### src/rtl/simd_pkg.sv
// Package: shared operation codes and decoded control for the packed
// add/subtract unit. Assumes a 4-bit code with bit 3 meaning unsigned.
package simd_pkg;

    localparam int OP_W = 4;

    typedef enum logic [2:0] {
        K_ADD16 = 3'd0,
        K_SUB16 = 3'd1,
        K_XAS   = 3'd2,   // upper adds, lower subtracts, B halves crossed
        K_XSA   = 3'd3,   // upper subtracts, lower adds, B halves crossed
        K_ADD8  = 3'd4,
        K_SUB8  = 3'd5
    } kind_e;

    typedef struct packed {
        logic legal;      // code is one of the twelve operations
        logic sgn;        // signed lane interpretation
        logic byte_mode;  // four byte lanes instead of two halfwords
        logic exch;       // cross the halves of operand B
        logic sub_hi;     // upper lane(s) subtract
        logic sub_lo;     // lower lane(s) subtract
    } ctrl_t;

endpackage

### src/rtl/simd_op_decode.sv
// Module: simd_op_decode
// Turns the 4-bit operation code into lane control bits.
// Assumes: bit 3 selects unsigned; bits 2:0 pick the operation kind.
// Codes with kind 6 or 7 are reported as not legal.
module simd_op_decode
    import simd_pkg::*;
(
    input  logic [OP_W-1:0] op,
    output ctrl_t           ctrl
);

    // Purpose: map the operation kind onto lane direction and layout.
    always_comb begin
        ctrl = '0;
        ctrl.sgn = ~op[3];
        ctrl.legal = 1'b1;
        case (op[2:0])
            K_ADD16: begin ctrl.sub_hi = 1'b0; ctrl.sub_lo = 1'b0; end
            K_SUB16: begin ctrl.sub_hi = 1'b1; ctrl.sub_lo = 1'b1; end
            K_XAS:   begin ctrl.exch = 1'b1; ctrl.sub_hi = 1'b0; ctrl.sub_lo = 1'b1; end
            K_XSA:   begin ctrl.exch = 1'b1; ctrl.sub_hi = 1'b1; ctrl.sub_lo = 1'b0; end
            K_ADD8:  begin ctrl.byte_mode = 1'b1; end
            K_SUB8:  begin ctrl.byte_mode = 1'b1; ctrl.sub_hi = 1'b1; ctrl.sub_lo = 1'b1; end
            default: ctrl = '0;
        endcase
    end

endmodule

### src/rtl/simd_lane.sv
// Module: simd_lane
// One lane of width W: adds or subtracts two lane values. It returns the
// low W bits and a greater-or-equal flag taken from the exact result.
// Assumes: the operands are the raw lane bits, and signedness comes from sgn.
module simd_lane #(
    parameter int W = 16
) (
    input  logic [W-1:0] x,
    input  logic [W-1:0] y,
    input  logic         sub,
    input  logic         sgn,
    output logic [W-1:0] res,
    output logic         flag
);

    localparam int EXT_W = W + 2;

    logic [EXT_W-1:0] ex, ey, exact;

    // Purpose: extend both operands by two bits so the result is exact.
    always_comb begin
        ex = sgn ? {{2{x[W-1]}}, x} : {2'b00, x};
        ey = sgn ? {{2{y[W-1]}}, y} : {2'b00, y};
        exact = sub ? (ex - ey) : (ex + ey);
    end

    // Purpose: wrap the result and pick the rule for the flag.
    // Signed or subtract: flag when the exact result is not negative.
    // Unsigned add: flag is the carry out of bit W-1.
    always_comb begin
        res  = exact[W-1:0];
        flag = (sgn || sub) ? ~exact[EXT_W-1] : exact[W];
    end

endmodule

### src/rtl/simd_addsub.sv
// Module: simd_addsub (top)
// Packed lane-wise add/subtract over two halfword or four byte lanes, with
// four greater-or-equal flags. Outputs are registered one cycle after
// in_valid. Assumes DATA_W splits into four bytes; the flag vector is 4 bits.
module simd_addsub
    import simd_pkg::*;
#(
    parameter int DATA_W = 32
) (
    input  logic              clk,
    input  logic              rst_n,
    input  logic              in_valid,
    input  logic [3:0]        op,
    input  logic [DATA_W-1:0] a,
    input  logic [DATA_W-1:0] b,
    output logic              out_valid,
    output logic [DATA_W-1:0] result,
    output logic [3:0]        ge
);

    localparam int N_HALF = 2;
    localparam int N_BYTE = 4;
    localparam int HALF_W = DATA_W / N_HALF;
    localparam int BYTE_W = DATA_W / N_BYTE;

    ctrl_t ctrl;

    simd_op_decode u_dec (
        .op   (op),
        .ctrl (ctrl)
    );

    logic [DATA_W-1:0] half_res, byte_res, nxt_res;
    logic [N_HALF-1:0] half_flag;
    logic [N_BYTE-1:0] byte_flag;
    logic [3:0]        nxt_ge;
    logic              hw_q;

    // Halfword lanes: operand B halves are crossed in the exchange forms.
    for (genvar h = 0; h < N_HALF; h++) begin : g_half
        logic [HALF_W-1:0] yb;
        assign yb = ctrl.exch ? b[(N_HALF-1-h)*HALF_W +: HALF_W]
                              : b[h*HALF_W +: HALF_W];
        simd_lane #(.W(HALF_W)) u_lane (
            .x    (a[h*HALF_W +: HALF_W]),
            .y    (yb),
            .sub  ((h == N_HALF-1) ? ctrl.sub_hi : ctrl.sub_lo),
            .sgn  (ctrl.sgn),
            .res  (half_res[h*HALF_W +: HALF_W]),
            .flag (half_flag[h])
        );
    end

    // Byte lanes: all four share one direction.
    for (genvar k = 0; k < N_BYTE; k++) begin : g_byte
        simd_lane #(.W(BYTE_W)) u_lane (
            .x    (a[k*BYTE_W +: BYTE_W]),
            .y    (b[k*BYTE_W +: BYTE_W]),
            .sub  (ctrl.sub_hi),
            .sgn  (ctrl.sgn),
            .res  (byte_res[k*BYTE_W +: BYTE_W]),
            .flag (byte_flag[k])
        );
    end

    // Purpose: choose the lane layout; unused codes give zeros.
    always_comb begin
        if (!ctrl.legal) begin
            nxt_res = '0;
            nxt_ge  = '0;
        end else if (ctrl.byte_mode) begin
            nxt_res = byte_res;
            nxt_ge  = byte_flag;
        end else begin
            nxt_res = half_res;
            nxt_ge  = {{2{half_flag[1]}}, {2{half_flag[0]}}};
        end
    end

    // Purpose: register the outputs and clear them on synchronous reset.
    always_ff @(posedge clk) begin
        if (!rst_n) begin
            out_valid <= 1'b0;
            result    <= '0;
            ge        <= '0;
            hw_q      <= 1'b0;
        end else begin
            out_valid <= in_valid;
            if (in_valid) begin
                result <= nxt_res;
                ge     <= nxt_ge;
                hw_q   <= ctrl.legal && !ctrl.byte_mode;
            end
        end
    end

    assert_lat_R1: assert property (@(posedge clk) disable iff (!rst_n)
        in_valid |=> out_valid);
    assert_idle_R1: assert property (@(posedge clk) disable iff (!rst_n)
        !in_valid |=> !out_valid);
    assert_reset_clear_R2: assert property (@(posedge clk) disable iff (!rst_n)
        $past(!rst_n) |-> (result == '0 && ge == '0 && !out_valid));
    assert_ge_pairs_R3: assert property (@(posedge clk) disable iff (!rst_n)
        (out_valid && hw_q) |-> (ge[3] == ge[2] && ge[1] == ge[0]));
    assert_unused_zero_R11: assert property (@(posedge clk) disable iff (!rst_n)
        (in_valid && !ctrl.legal) |=> (out_valid && result == '0 && ge == '0));
    assert_usub8_equal_R7: assert property (@(posedge clk) disable iff (!rst_n)
        (in_valid && op == 4'hD && a == b) |=> (ge == 4'hF && result == '0));

endmodule

### config.mk
export PLATFORM = sky130hd
export DESIGN_NAME = simd_addsub
export DESIGN_NICKNAME = d
export VERILOG_FILES = /design/src/rtl/simd_pkg.sv /design/src/rtl/simd_op_decode.sv /design/src/rtl/simd_lane.sv /design/src/rtl/simd_addsub.sv
export SDC_FILE = /design/constraint.sdc
export NUM_CORES = 1
export LEC_CHECK = 0
export ABC_AREA = 1
export BUFFER_PORTS_ARGS = -buffer_cell sky130_fd_sc_hd__buf_2
export CELL_PAD_IN_SITES_DETAIL_PLACEMENT = 2
export CELL_PAD_IN_SITES_GLOBAL_PLACEMENT = 2
export CORE_MARGIN = 2
export CORE_UTILIZATION = 34
export DETAILED_ROUTE_END_ITERATION = 7
export GPL_TIMING_DRIVEN = 0
export PLACE_DENSITY_LB_ADDON = 0.1
export SLEW_MARGIN = 5
export SYNTH_ARGS = -nofsm -noshare
export SYNTH_HDL_FRONTEND = slang
export SYNTH_SLANG_ARGS = --single-unit
### constraint.sdc
create_clock -name clk -period 7.95 [get_ports clk]
set_input_delay 1.59 -clock clk [delete_from_list [all_inputs] [get_ports clk]]
set_output_delay 1.59 -clock clk [all_outputs]
set_load 0.1 [all_outputs]
==> impl_metrics.yaml <==
outcome:
  status: "finished, final reports clean"
worst_setup_path:
  max_fanout_on_critical_path: 10
  r2r_setup_slack_ns: 7.31
  r2r_cells: 2
  cp_data_arrival_time_ns: 5.97
  critical_path_class: "input port to flop"
  critPathCaptureType: "flop"
  worstPathRequired_ns: 8.11
  critical_path.startpoint_type: "input port"
placement:
  post-dp-hpwl_microns: 25700
  dp.cells: 1555
  post_detailed_placement_cell_area_sq_um: 7960
  portBuffers: 106
  globalplace.congestion: 0.856
  place_ws_ns: 1.81
power:
  power-per-cell-area_nw_per_um2: 168
  leakage_nw: 4.19
  vdd_drop_max_uv: 69.1
yosys:
  yosys_register_bits: 37
  mapped_avg_cell_area_sq_um: 6.02
  synth-main-ff-cell: "dfxtp_1"
  synth_enable_flop_cells: 0
  synth.yosys.seq_area_share_pct: 10.4
  synthDistinctLibCells: 52
  async_set_or_reset_flop_fraction_in_the_synthesized_netlist_pct: 0
  syn-num-nets: 1332
  synth_cells: 1179
  synth_area_sq_um: 7090
  yosysWarnings: 0
layout:
  diodes: 0
  multi_input_area_sq_um: 5540
  drive_above_1_share_pct: 14.0
  finish.net_count: 1445
  area.sequential_sq_um: 741
  layout.filler_cells: 2611
  layout-area-overhead-vs-synth_pct: 14.2
  design_area_sq_um: 8100
  instances_no_fill: 1563
timing:
  clock-skew-final_ns: 0
  setup_violations: 0
  layout_worst_path_cycle_share_pct: 73.1
  fin_setup_tns_ns: 0
  timing.final.max_slew_violations: 0
  hold_viol_final: 0
  max_clock_freq_mhz: 172
  hold_slack_ns: 0.463
  max_slew_margin_pct: 28.5
  postLayoutSetupSlackWorst_ns: 2.14
  grt_setup_unrepaired: "false"
  timing.final.crit_period_ns: 5.81
  worst_pin_slew_ns: 1.07
global_route:
  grt_overall_usage_pct: 28.0
  grt_first_pass_wirelength_microns: 48100
  grt_antenna_before_repair: 0
  global_route.overflow_total: 0
  grt_pass1_vias: 8932
  grt_max_degree: 12
clocking:
  skew_pair_late_insertion_delay_ns: 0.29
  postCtsSetupBuffers: 0
  clkSlewWorstSetupHoldPaths_ns: 0.06
  cts-root-buf: "clkbuf_16"
  numClockSinks: 37
  tritoncts.num_buffers: 5
  cts_hold_repair.buffers: 0
  ctsLongestPathBuffers: 2
  htreeDepth: 2
  post_cts_resize_count: 0
  cts_tree: "done"
drt:
  routed_wirelength_microns: 30600
  drtPass1Iterations: 4
  drtAntennaViolNets: 0
  via_count: 8364
  initialDrtViolationCount: 297
  via_per_inst: 5.35
  route.detailed.wl_per_inst_microns: 19.6
  remaining_drc_errors: 0
die:
  core_sq_um: 20400
  initial_utilization_pct: 34.8
  die_area_sq_um: 22000
  io-pin-count: 108
  floorplan.rows: 52
  die_h_microns: 148
  die-width_microns: 148
job:
  maxCapViolCount: 0
worst_hold_path:
  hold-path-cell-count: 2
  timing.hold.worst.class: "flop to flop"
[flip-flops by register name, summed over array words and instances, names as in the netlist]
name / count
out_valid: 1
ge: 4
result: 32
[layer usage]
layer,global-route usage (%),up-vias,share of wire [%]
met2,47.4,140,46
met4,6.24,0,1.9
li1,-,4130,-
met3,1.84,24,2.6
met5,0,-,0
met1,39.0,4070,49
[through the flow]
step / total power, mW / util (%)
6_report: 1.36 / 39.8
5_1_grt: 1.47 / 39.8
4_1_cts: 1.36 / 39.8
3_5_place_dp: 1.15 / 39.1
3_3_place_gp: 1.11 / 39.1
2_1_floorplan: 0.900 / -
[worst max-delay path, cell delays in order]
cell      delay, ns
buf_4          0.18
nand2_1        0.08
inv_1          0.09
nor2_2         0.38
clkbuf_1       0.54
clkbuf_1       0.56
nor2_1         0.11
xor2_1         0.18
ha_1           0.35
inv_1          0.08
nor4_1         0.28
nor2_1         0.12
o21ai_0        0.40
nand2_1        0.18
o21bai_1       0.28
nand2_1        0.13
nand3_1        0.10
nand2_1        0.06
o21ai_0        0.20
a21oi_1        0.08
[cells in the mapped netlist, types with 2 or more instances]
master     number  share of area, %
buf_4           2              0.21
a221oi_1        2              0.25
a31oi_1         5              0.44
buf_6           3              0.48
o22ai_1         2              0.18
ha_1           76                13
a21oi_2         4              0.49
xor2_1         48               5.9
a221o_1         2              0.28
a21oi_1       136               9.6
inv_1         167               8.8
nand4_1        12               1.1
nand3_1        67               4.7
a21o_1          5              0.53
clkinv_1        3              0.16
buf_1           2              0.11
dfxtp_1        37                10
nor2_1         68               3.6
nor2_4          3              0.48
nand2_2        15               1.3
o21ai_0        72               5.1
nor3_1         22               1.6
o2111ai_1       3              0.37
inv_2           2              0.11
nand3_2         2              0.28
o41ai_1         2              0.25
or2_2          12               1.1
o31ai_1         6              0.63
o21ai_2         8              0.99
nand2_1       285                15
o211ai_1        2              0.21
o21ai_1        12              0.85
nor3_2          2              0.28
xnor2_1        29               3.6
nor2_2          7              0.62
fa_1            6               1.7
clkbuf_1       18              0.95
o311ai_0        4              0.49
nor4_1          5              0.44
o21bai_1        9              0.95
[cells by family after synthesis]
| logic type | synth area share [%] |
|---|---|
| fa+ha+maj | 15.1 |
| buf+inv | 11.5 |
| compound gates | 22.2 |
| simple gates | 31.3 |
| flops | 10.4 |
| xor+xnor | 9.51 |
[final timing paths]
path	end	from
worst max-delay path	result[30]	op[1]
worst min-delay path	result[11]	result[11]
worst max register to register	ge[3]	ge[3]
worst min register to register	result[11]	result[11]
[power breakdown]
part / switching, mW / internal (mW) / total (mW) / leakage (nW)
registers: 0.00889 / 0.206 / 0.215 / 0.304
logic: 0.651 / 0.281 / 0.932 / 3.82
clock network: 0.0947 / 0.116 / 0.211 / 0.0706
total: 0.755 / 0.603 / 1.36 / 4.19
[layout make-up]
cell class / instances / share of cell area, %
Multi-Input combinational cell: 941 / 68.4
Clock inverter: 2 / 0.124
Clock buffer: 6 / 1.59
Sequential cell: 37 / 9.14
Inverter: 173 / 8.05
Timing Repair Buffer: 106 / 6.55
Buffer: 28 / 2.02
Tap cell: 270 / 4.17
[layout by cell type, fill, tap and decap left out, types with 3 or more instances in the layout]
cell type    n
nand2_1    285
inv_1      167
a21oi_1    136
buf_2      107
ha_1        76
o21ai_0     72
nor2_1      68
nand3_1     67
xor2_1      48
dfxtp_1     37
xnor2_1     29
nor3_1      22
clkbuf_1    19
nand2_2     15
o21ai_1     12
nand4_1     12
or2_2       12
o21bai_1     9
o21ai_2      8
nor2_2       7
o31ai_1      6
fa_1         6
a21o_1       5
nor4_1       5
a31oi_1      5
clkbuf_16    5
o311ai_0     4
a21oi_2      4
nor2_4       3
buf_6        3
clkinv_1     3
o2111ai_1    3
Power figures use the tool's default switching activity.
